File: src/rtl/win3_sum_pkg.sv
package win3_sum_pkg;

    // Default configuration: byte elements fed from a 64-bit word.
    localparam int DEF_ELEM_W = 8;
    localparam int DEF_LANES  = 6;

    // Number of registered levels between input and output.
    localparam int PIPE_DEPTH = 2;

    // Growth of two bits covers the sum of three operands.
    function automatic int sum_width(input int elem_w);
        return elem_w + 2;
    endfunction

    // Overlapping windows: the first lane needs three elements, each
    // additional lane one more.
    function automatic int group_width(input int elem_w, input int lanes);
        return (lanes + 2) * elem_w;
    endfunction

    // Lanes that fit in a given input width for a given element width.
    function automatic int lanes_for_width(input int word_w, input int elem_w);
        return (word_w / elem_w) - 2;
    endfunction

endpackage

File: src/rtl/win3_lane.sv
module win3_lane
    import win3_sum_pkg::*;
#(
    parameter int ELEM_W = DEF_ELEM_W
) (
    input  logic                          clk,
    input  logic                          rst,
    input  logic                          lane_ok,
    input  logic [ELEM_W-1:0]             opnd_lo,
    input  logic [ELEM_W-1:0]             opnd_mid,
    input  logic [ELEM_W-1:0]             opnd_hi,
    output logic [sum_width(ELEM_W)-1:0]  lane_sum
);
    localparam int PART_W = ELEM_W + 1;
    localparam int SUM_W  = sum_width(ELEM_W);

    // First adder level
    logic [PART_W-1:0] part_q;
    logic [ELEM_W-1:0] hi_dly_q;   // delay register: keeps third operand aligned
    logic              ok_q;

    always_ff @(posedge clk) begin
        if (rst) begin
            part_q   <= '0;
            hi_dly_q <= '0;
            ok_q     <= 1'b0;
        end else begin
            part_q   <= PART_W'(opnd_lo) + PART_W'(opnd_mid);
            hi_dly_q <= opnd_hi;
            ok_q     <= lane_ok;
        end
    end

    // Second adder level
    always_ff @(posedge clk) begin
        if (rst) begin
            lane_sum <= '0;
        end else if (ok_q) begin
            lane_sum <= SUM_W'(part_q) + SUM_W'(hi_dly_q);
        end else begin
            lane_sum <= '0;
        end
    end

endmodule

File: src/rtl/win3_tag_pipe.sv
module win3_tag_pipe
    import win3_sum_pkg::*;
#(
    parameter int LANES = DEF_LANES,
    parameter int DEPTH = PIPE_DEPTH
) (
    input  logic             clk,
    input  logic             rst,
    input  logic             tag_valid_in,
    input  logic [LANES-1:0] tag_mask_in,
    output logic             tag_valid_out,
    output logic [LANES-1:0] tag_mask_out
);
    typedef struct packed {
        logic             vld;
        logic [LANES-1:0] msk;
    } tag_t;

    tag_t stage_q [DEPTH];
    tag_t head;

    always_comb begin
        head.vld = tag_valid_in;
        head.msk = tag_valid_in ? tag_mask_in : '0;
    end

    for (genvar s = 0; s < DEPTH; s++) begin : g_stage
        always_ff @(posedge clk) begin
            if (rst) begin
                stage_q[s] <= '0;
            end else if (s == 0) begin
                stage_q[s] <= head;
            end else begin
                stage_q[s] <= stage_q[(s == 0) ? 0 : s-1];
            end
        end
    end

    assign tag_valid_out = stage_q[DEPTH-1].vld;
    assign tag_mask_out  = stage_q[DEPTH-1].msk;

endmodule

File: src/rtl/win3_sum_pipe.sv
module win3_sum_pipe
    import win3_sum_pkg::*;
#(
    parameter int ELEM_W = DEF_ELEM_W,
    parameter int LANES  = DEF_LANES
) (
    input  logic                                 clk,
    input  logic                                 rst,
    input  logic                                 in_valid,
    input  logic [LANES-1:0]                     in_lane_mask,
    input  logic [(LANES+2)*ELEM_W-1:0]          in_data,
    output logic                                 out_valid,
    output logic [LANES-1:0]                     out_lane_mask,
    output logic [LANES*(ELEM_W+2)-1:0]          out_sum
);
    localparam int SUM_W = sum_width(ELEM_W);
    localparam int IN_W  = group_width(ELEM_W, LANES);
    localparam int NELEM = LANES + 2;

    logic [ELEM_W-1:0] elem [NELEM];

    for (genvar k = 0; k < NELEM; k++) begin : g_unpack
        assign elem[k] = in_data[k*ELEM_W +: ELEM_W];
    end

    for (genvar j = 0; j < LANES; j++) begin : g_lane
        win3_lane #(.ELEM_W(ELEM_W)) u_lane (
            .clk      (clk),
            .rst      (rst),
            .lane_ok  (in_valid & in_lane_mask[j]),
            .opnd_lo  (elem[j]),
            .opnd_mid (elem[j+1]),
            .opnd_hi  (elem[j+2]),
            .lane_sum (out_sum[j*SUM_W +: SUM_W])
        );
    end

    win3_tag_pipe #(.LANES(LANES), .DEPTH(PIPE_DEPTH)) u_tags (
        .clk           (clk),
        .rst           (rst),
        .tag_valid_in  (in_valid),
        .tag_mask_in   (in_lane_mask),
        .tag_valid_out (out_valid),
        .tag_mask_out  (out_lane_mask)
    );

endmodule

File: config.mk
export PLATFORM = sky130hd
export DESIGN_NAME = win3_sum_pipe
export DESIGN_NICKNAME = d
export VERILOG_FILES = /design/src/rtl/win3_sum_pkg.sv /design/src/rtl/win3_lane.sv /design/src/rtl/win3_tag_pipe.sv /design/src/rtl/win3_sum_pipe.sv
export SDC_FILE = /design/constraint.sdc
export NUM_CORES = 1
export LEC_CHECK = 0
export ABC_AREA = 1
export BUFFER_PORTS_ARGS = -buffer_cell sky130_fd_sc_hd__buf_2
export CORE_MARGIN = 2
export CORE_UTILIZATION = 30
export DETAILED_ROUTE_END_ITERATION = 12
export SYNTH_ARGS = -nofsm -noshare
export SYNTH_HDL_FRONTEND = slang
export SYNTH_SLANG_ARGS = --single-unit
export TNS_END_PERCENT = 5
File: constraint.sdc
create_clock -name clk -period 2.05 [get_ports clk]
set_input_delay 0.205 -clock clk [delete_from_list [all_inputs] [get_ports clk]]
set_output_delay 0.205 -clock clk [all_outputs]
set_load 0.01 [all_outputs]
==> out/qor.yml, run 1 <==
synthFlopType: "dfxtp_1"
crit_slowest_cell: "dlygate4sd3_1"
die_w_um: 182
period_needed_ns: 1.69
met3_usage: 0.0247
place_ws_ns: 0.424
power.leakage_nw: 6.27
track_usage: 0.142
die_y_um: 182
outcome: "finished, final reports clean"
worstSetupPathType: "primary input to register"
ir_worst_vdd_mv: 0.513
port_buffers: 139
path_common_cell: "nand2_1"
core-area_um2: 31400
io_pins: 140
numClockSinks: 182
grt_max_degree: 86
ys_seq_area_frac: 0.383
grt_pass1_vias: 7544
fin_setup_tns_ns: 0
crit_path_start_kind: "primary input"
power_density_nw_per_um2: 763
cp.required_ns: 2.31
final_common_cell: "nand2_1"
row_count: 65
cts_tree: "done"
utilization: 0.360
via_per_inst: 4.22
drive_gt1_frac: 0.126
area_growth_pct: 19.1
met1_usage: 0.186
postLayoutSetupSlackWorst_ns: 0.363
hold_viol: 0
syn-num-nets: 1534
antenna_found_initial: 0
yosysTopAreaCell: "dfxtp_1"
num_antenna_cells: 0
yosys_warnings: 0
hold_buffers: 13
post_cts_buffers: 0
hp-class: "primary input to register"
hold_depth: 3
nets: 1693
wl_per_cell_um: 12.0
worst_slew_pin_slew_ns: 0.949
yosys_register_bits: 182
syn_area_per_cell_um2: 7.02
drt_iter0_drc: 365
min_period_over_period: 0.823
start_util: 0.303
drt_pre_antenna_iters: 4
place_area_um2: 10600
synthArstFlopShare: 0
drt-total-wl_mm: 23.2
crit_chain: "dlygate4sd3_1 -> buf_2 -> ha_1 -> fa_1 -> nand2_1 -> nand2_1 -> nand3_2 -> nand2_2 -> nand2_1 -> a21oi_1"
top_usage_layer: "met2"
gp_congestion: 0.877
final_cell_mix: "340 x nand2_1, 239 x inv_1, 235 x nor2_1"
grt_pass1_wl_mm: 37.1
worst-path-stages: 10
root_buffer: "clkbuf_16"
vias: 8136
crit_fanout: 3
insertion_delay_ns: 0.42
yosysUniqueCellTypes: 23
cts_buffers: 17
cp.arrival_ns: 1.95
synth_top_area_frac: 0.383
netlist_area_um2: 9500
worstRegToRegCells: 9
drv_cap: 0
cts.reportedPaths.clkPinSlew_ns: 0.06
dpl.hpwl_mm: 18.2
crit_path_end_kind: "register"
slew_headroom: 0.367
ctsResizeCount: 0
rsz0062_at_grt: "no"
finalSetupViolations: 0
drcViolationCount: 0
fin_area_um2: 11300
maxSlewViolCount: 0
die-area_um2: 33100
h-tree-depth: 4
antenna_left: 0
critPathTopFamily: "buffers and inverters"
max_clock_freq_mhz: 593
cts_buffer_depth: 2
slowest_delay_ns: 0.54
overflow: 0
worst-path-buf-inv: 2
use_met2: 0.237
clock_skew_ns: 0.0107
synth_enable_flop_cells: 0
synth_area_leaders: "dfxtp_1 38%, nand2_1 13%, ha_1 13%"
nFillCells: 3335
synthCells: 1353
==> layer usage <==
layer  wire [um]  up-vias
met2       10500      116
met1       11400     3572
met5           0        -
met3         804       22
li1            -     4426
met4         398        0
==> logic make-up after synthesis <==
kind of cell | count (synthesis) | share of synthesized area
AOI/OAI and AO/OA | 95 | 0.0500
and+or+nand+nor | 708 | 0.307
DFF | 182 | 0.383
buffers and inverters | 260 | 0.107
adders and majority gates | 108 | 0.152
==> power breakdown <==
group | leakage, nW | internal (mW) | switching [mW]
Combinational | 4.50 | 0.623 | 1.01
Clock | 0.270 | 1.79 | 1.39
Sequential | 1.50 | 3.74 | 0.0854
==> synth_stat cells (3+ instances only) <==
| master | instances |
|---|---|
| buf_2 | 9 |
| o21ai_0 | 3 |
| nor2_1 | 235 |
| inv_1 | 239 |
| nand2_1 | 340 |
| and2_4 | 3 |
| inv_2 | 6 |
| dfxtp_1 | 182 |
| buf_6 | 4 |
| nand3b_1 | 11 |
| a21oi_1 | 87 |
| o21ai_1 | 5 |
| ha_1 | 96 |
| nand3_2 | 3 |
| fa_1 | 12 |
| nand3_1 | 83 |
| or2_1 | 16 |
| and2_1 | 8 |
| nand2_2 | 7 |
==> final timing paths <==
check                                              from                                 endpoint  slack [ns]
setup reg to reg  g_lane[3].u_lane.part_q[0]$_SDFF_PP0_  g_lane[3].u_lane.lane_sum[8]$_SDFF_PP0_        0.42
setup / recovery                            in_data[40]    g_lane[5].u_lane.part_q[8]$_SDFF_PP0_        0.36
hold / removal                              in_data[50]  g_lane[4].u_lane.hi_dly_q[2]$_SDFF_PP0_        0.02
hold reg to reg         u_tags.stage_q[0][4]$_SDFF_PP0_          u_tags.stage_q[1][4]$_SDFF_PP0_        0.40
==> metrics by stage <==
stage	hold slack [ns]	power (mW)	instances
after floorplan	0.303	5.05	1353
after detailed placement	0.396	5.50	1882
after CTS	0.000975	8.76	1926
final	0.0193	8.64	1926
after global routing	0.0114	9.17	1926
after global placement	0.392	5.49	1882
==> sequential cells by signal, summed over array words and instances (netlist names) <==
signal,cells
g_lane.u_lane.hi_dly_q,48
g_lane.u_lane.lane_sum,60
g_lane.u_lane.ok_q,6
g_lane.u_lane.part_q,54
u_tags.stage_q,14
==> tightest hold or removal path: cells and delay by family <==
| kind | cells | cell delay (ns) |
|---|---|---|
| AND/OR/NAND/NOR | 1 | 0.03 |
| buffers and inverters | 2 | 0.16 |
==> area by class of cell <==
| class | count | area, um^2 | area share |
|---|---|---|---|
| multi-input combinational | 911 | 4840 | 0.428 |
| sequential | 182 | 3640 | 0.322 |
| inverter | 246 | 926 | 0.0818 |
| timing repair buffer | 154 | 841 | 0.0743 |
| tap | 402 | 503 | 0.0445 |
| clock buffer | 19 | 433 | 0.0383 |
| clock inverter | 12 | 129 | 0.0114 |
Note: power is estimated with default switching activity, not from simulation.
==> run 2, diff against run 1 <==
--- a/config.mk
+++ b/config.mk
@@ -5,7 +5,7 @@
 export SDC_FILE = /design/constraint.sdc
 export NUM_CORES = 1
 export LEC_CHECK = 0
-export ABC_AREA = 1
+export ABC_AREA = 0
 export BUFFER_PORTS_ARGS = -buffer_cell sky130_fd_sc_hd__buf_2
 export CORE_MARGIN = 2
 export CORE_UTILIZATION = 30
==> constraint.sdc (replaced) <==
create_clock -name clk -period 1.4 [get_ports clk]
set_input_delay 0.14 -clock clk [delete_from_list [all_inputs] [get_ports clk]]
set_output_delay 0.14 -clock clk [all_outputs]
set_load 0.01 [all_outputs]
==> run 2 against run 1 <==
  * Clock power grew 52%
  * The flow now finishes with violations (setup timing)
  * Non-clock buffer count up 112
  * Global-route usage up 0.55 points
  * Final area increased by 2.7%
  * Sequential power increased by 47%
  * Synthesized cell count decreased by 37%
  * Sequential share of layout area down 0.70 points
  * First-iteration DRC count is 40% lower
  * Die area down 10%
==> out/qor.yml, run 2 <==
outcome: "finished with violations"
failed_checks: "setup timing"
ys_seq_area_frac: 0.429
crit_path_start_kind: "register"
yosys_warnings: 0
synthArstFlopShare: 0
drive_gt1_frac: 0.328
core-area_um2: 27900
ys_top_cells_by_count: "182 x dfxtp_1, 103 x nor2_1, 96 x ha_1"
numClockSinks: 182
maxSlewViolCount: 0
drv_cap: 0
drt_pre_antenna_iters: 4
dpl.hpwl_mm: 16.6
syn_area_per_cell_um2: 10.0
synthCells: 849
fin_setup_tns_ns: -7.38
synthFlopType: "dfxtp_1"
via_per_inst: 4.39
clock_skew_ns: 0.0141
drt_iter0_drc: 218
period_needed_ns: 1.90
cts_buffers: 17
yosysUniqueCellTypes: 40
wl_per_cell_um: 14.2
worst_slew_pin_slew_ns: 0.743
synth_most_common_cell: "dfxtp_1"
hp-class: "primary input to register"
antenna_left: 0
power_density_nw_per_um2: 1150
area_growth_pct: 36.8
worstRegToRegCells: 7
hold_depth: 2
hold_viol: 0
slew_headroom: 0.503
regMostFlops: "g_lane.u_lane.lane_sum"
netlist_area_um2: 8490
syn-num-nets: 1030
io_pins: 140
final_common_cell: "dfxtp_1"
cp.arrival_ns: 2.22
port_buffers: 139
final_cell_mix: "170 x dfxtp_1, 138 x buf_2, 103 x nor2_1"
die-area_um2: 29700
start_util: 0.305
gp_congestion: 0.881
finalSetupViolations: 38
synth_enable_flop_cells: 0
antenna_found_initial: 0
grt_pass1_wl_mm: 33.3
min_period_over_period: 1.36
cts.reportedPaths.clkPinSlew_ns: 0.08
root_buffer: "clkbuf_16"
worstSetupPathType: "register to register"
ir_worst_vdd_mv: 0.618
dp_cells: 1450
reg_top3: "g_lane.u_lane.lane_sum x60, g_lane.u_lane.part_q x54, g_lane.u_lane.hi_dly_q x48"
largest_reg_flops: 60
synth_area_leaders: "dfxtp_1 43%, ha_1 14%, nor2b_1 5.5%"
vias: 6623
nets: 1302
synth_top_area_frac: 0.429
place_ws_ns: -0.538
postLayoutSetupSlackWorst_ns: -0.499
drcViolationCount: 0
yosysTopAreaCell: "dfxtp_1"
nFillCells: 2710
grt_max_degree: 28
cts_buffer_depth: 2
cp.required_ns: 1.73
power.leakage_nw: 5.19
h-tree-depth: 4
row_count: 61
rsz0062_at_grt: "yes"
num_antenna_cells: 0
drt-total-wl_mm: 21.4
crit_fanout: 2
fin_cells: 1510
grt_pass1_vias: 6571
insertion_delay_ns: 0.44
die_y_um: 172
track_usage: 0.147
cts_tree: "done"
die_w_um: 172
max_clock_freq_mhz: 526
crit_path_end_kind: "register"
overflow: 0
yosys_register_bits: 182
[run 2: changes by cell type in the layout (fill, tap and decap cells not counted), moves of 17 or more]
cell / delta
a21oi_1: -71
o21ai_0: +30
inv_1: -206
xnor2_1: +26
nand2b_1: +22
nor2_1: -132
ha_1: -17
nand3_1: -76
buf_4: +96
nor2b_1: +74
xor2_1: +19
nand2_1: -311
[run 2: path summary, 6_finish.rpt]
| check | startpoint | endpoint | slack (ns) |
|---|---|---|---|
| max | g_lane[4].u_lane.part_q[0]$_SDFF_PP0_ | g_lane[4].u_lane.lane_sum[6]$_SDFF_PP0_ | -0.50 |
| min | rst | u_tags.stage_q[1][0]$_SDFF_PP0_ | 0.006 |
| max reg2reg | g_lane[4].u_lane.part_q[0]$_SDFF_PP0_ | g_lane[4].u_lane.lane_sum[6]$_SDFF_PP0_ | -0.50 |
| min reg2reg | u_tags.stage_q[0][2]$_SDFF_PP0_ | u_tags.stage_q[1][2]$_SDFF_PP0_ | 0.43 |
[run 2: report_power, final]
group,switching (mW),internal (mW)
clock,2.13,2.70
sequential,0.140,5.50
combinational,1.38,1.49
total,3.65,9.69
[run 2: timing repair]
item | in CTS | in global routing
hold endpoints to repair | 33 | 1
setup endpoints to repair | 46 | 50
pin swaps | 43 | 8
gates resized for setup | 69 | 26
hold buffers | 27 | 1
buffers inserted | 1 | 1
[run 2: metal layers]
metal	part of all wire	vias up	GRT usage
met5	0	-	0
met4	0.025	0	0.0610
met3	0.039	32	0.0259
met2	0.46	125	0.240
met1	0.47	3008	0.192
li1	-	3458	-
[run 2: cell families (layout without fill, tap and decap cells)]
group                      count (synthesis)  in the layout  synth area share
buffers and inverters                     46            329            0.0209
adders and majority gates                108            108             0.170
AOI/OAI and AO/OA                        163            163             0.142
DFF                                      182            182             0.429
xor gates and xnor gates                  50             50            0.0516
and+or+nand+nor                          295            295             0.181
muxes                                      5              5           0.00590
[run 2: layout make-up]
cell class / instances / area [um^2] / share of cell area
Clock inverter: 12 / 146 / 0.0126
Clock buffer: 18 / 439 / 0.0378
Timing Repair Buffer: 266 / 1750 / 0.150
Tap cell: 378 / 473 / 0.0407
Sequential cell: 182 / 3660 / 0.315
Inverter: 33 / 124 / 0.0107
Multi-Input combinational cell: 621 / 5030 / 0.433
[run 2: critical path, stage by stage, from the launching register on]
cell and delay [ns]:
dfxtp_2 0.33, ha_4 0.16, fa_2 0.34, a21o_1 0.24
a2111oi_4 0.35, buf_4 0.18, xor2_2 0.13, nor2_1 0.07
[run 2: stage by stage]
stage / hold slack, ns / util / instance area [um^2] / total power, mW
3_3_place_gp: 0.350 / 0.372 / 10400 / 8.31
5_1_grt: 0.00442 / 0.417 / 11600 / 14.0
4_1_cts: 0.000402 / 0.412 / 11500 / 13.4
2_1_floorplan: 0.262 / - / 8510 / 7.34
6_report: 0.00618 / 0.417 / 11600 / 13.3
3_5_place_dp: 0.356 / 0.372 / 10400 / 8.31
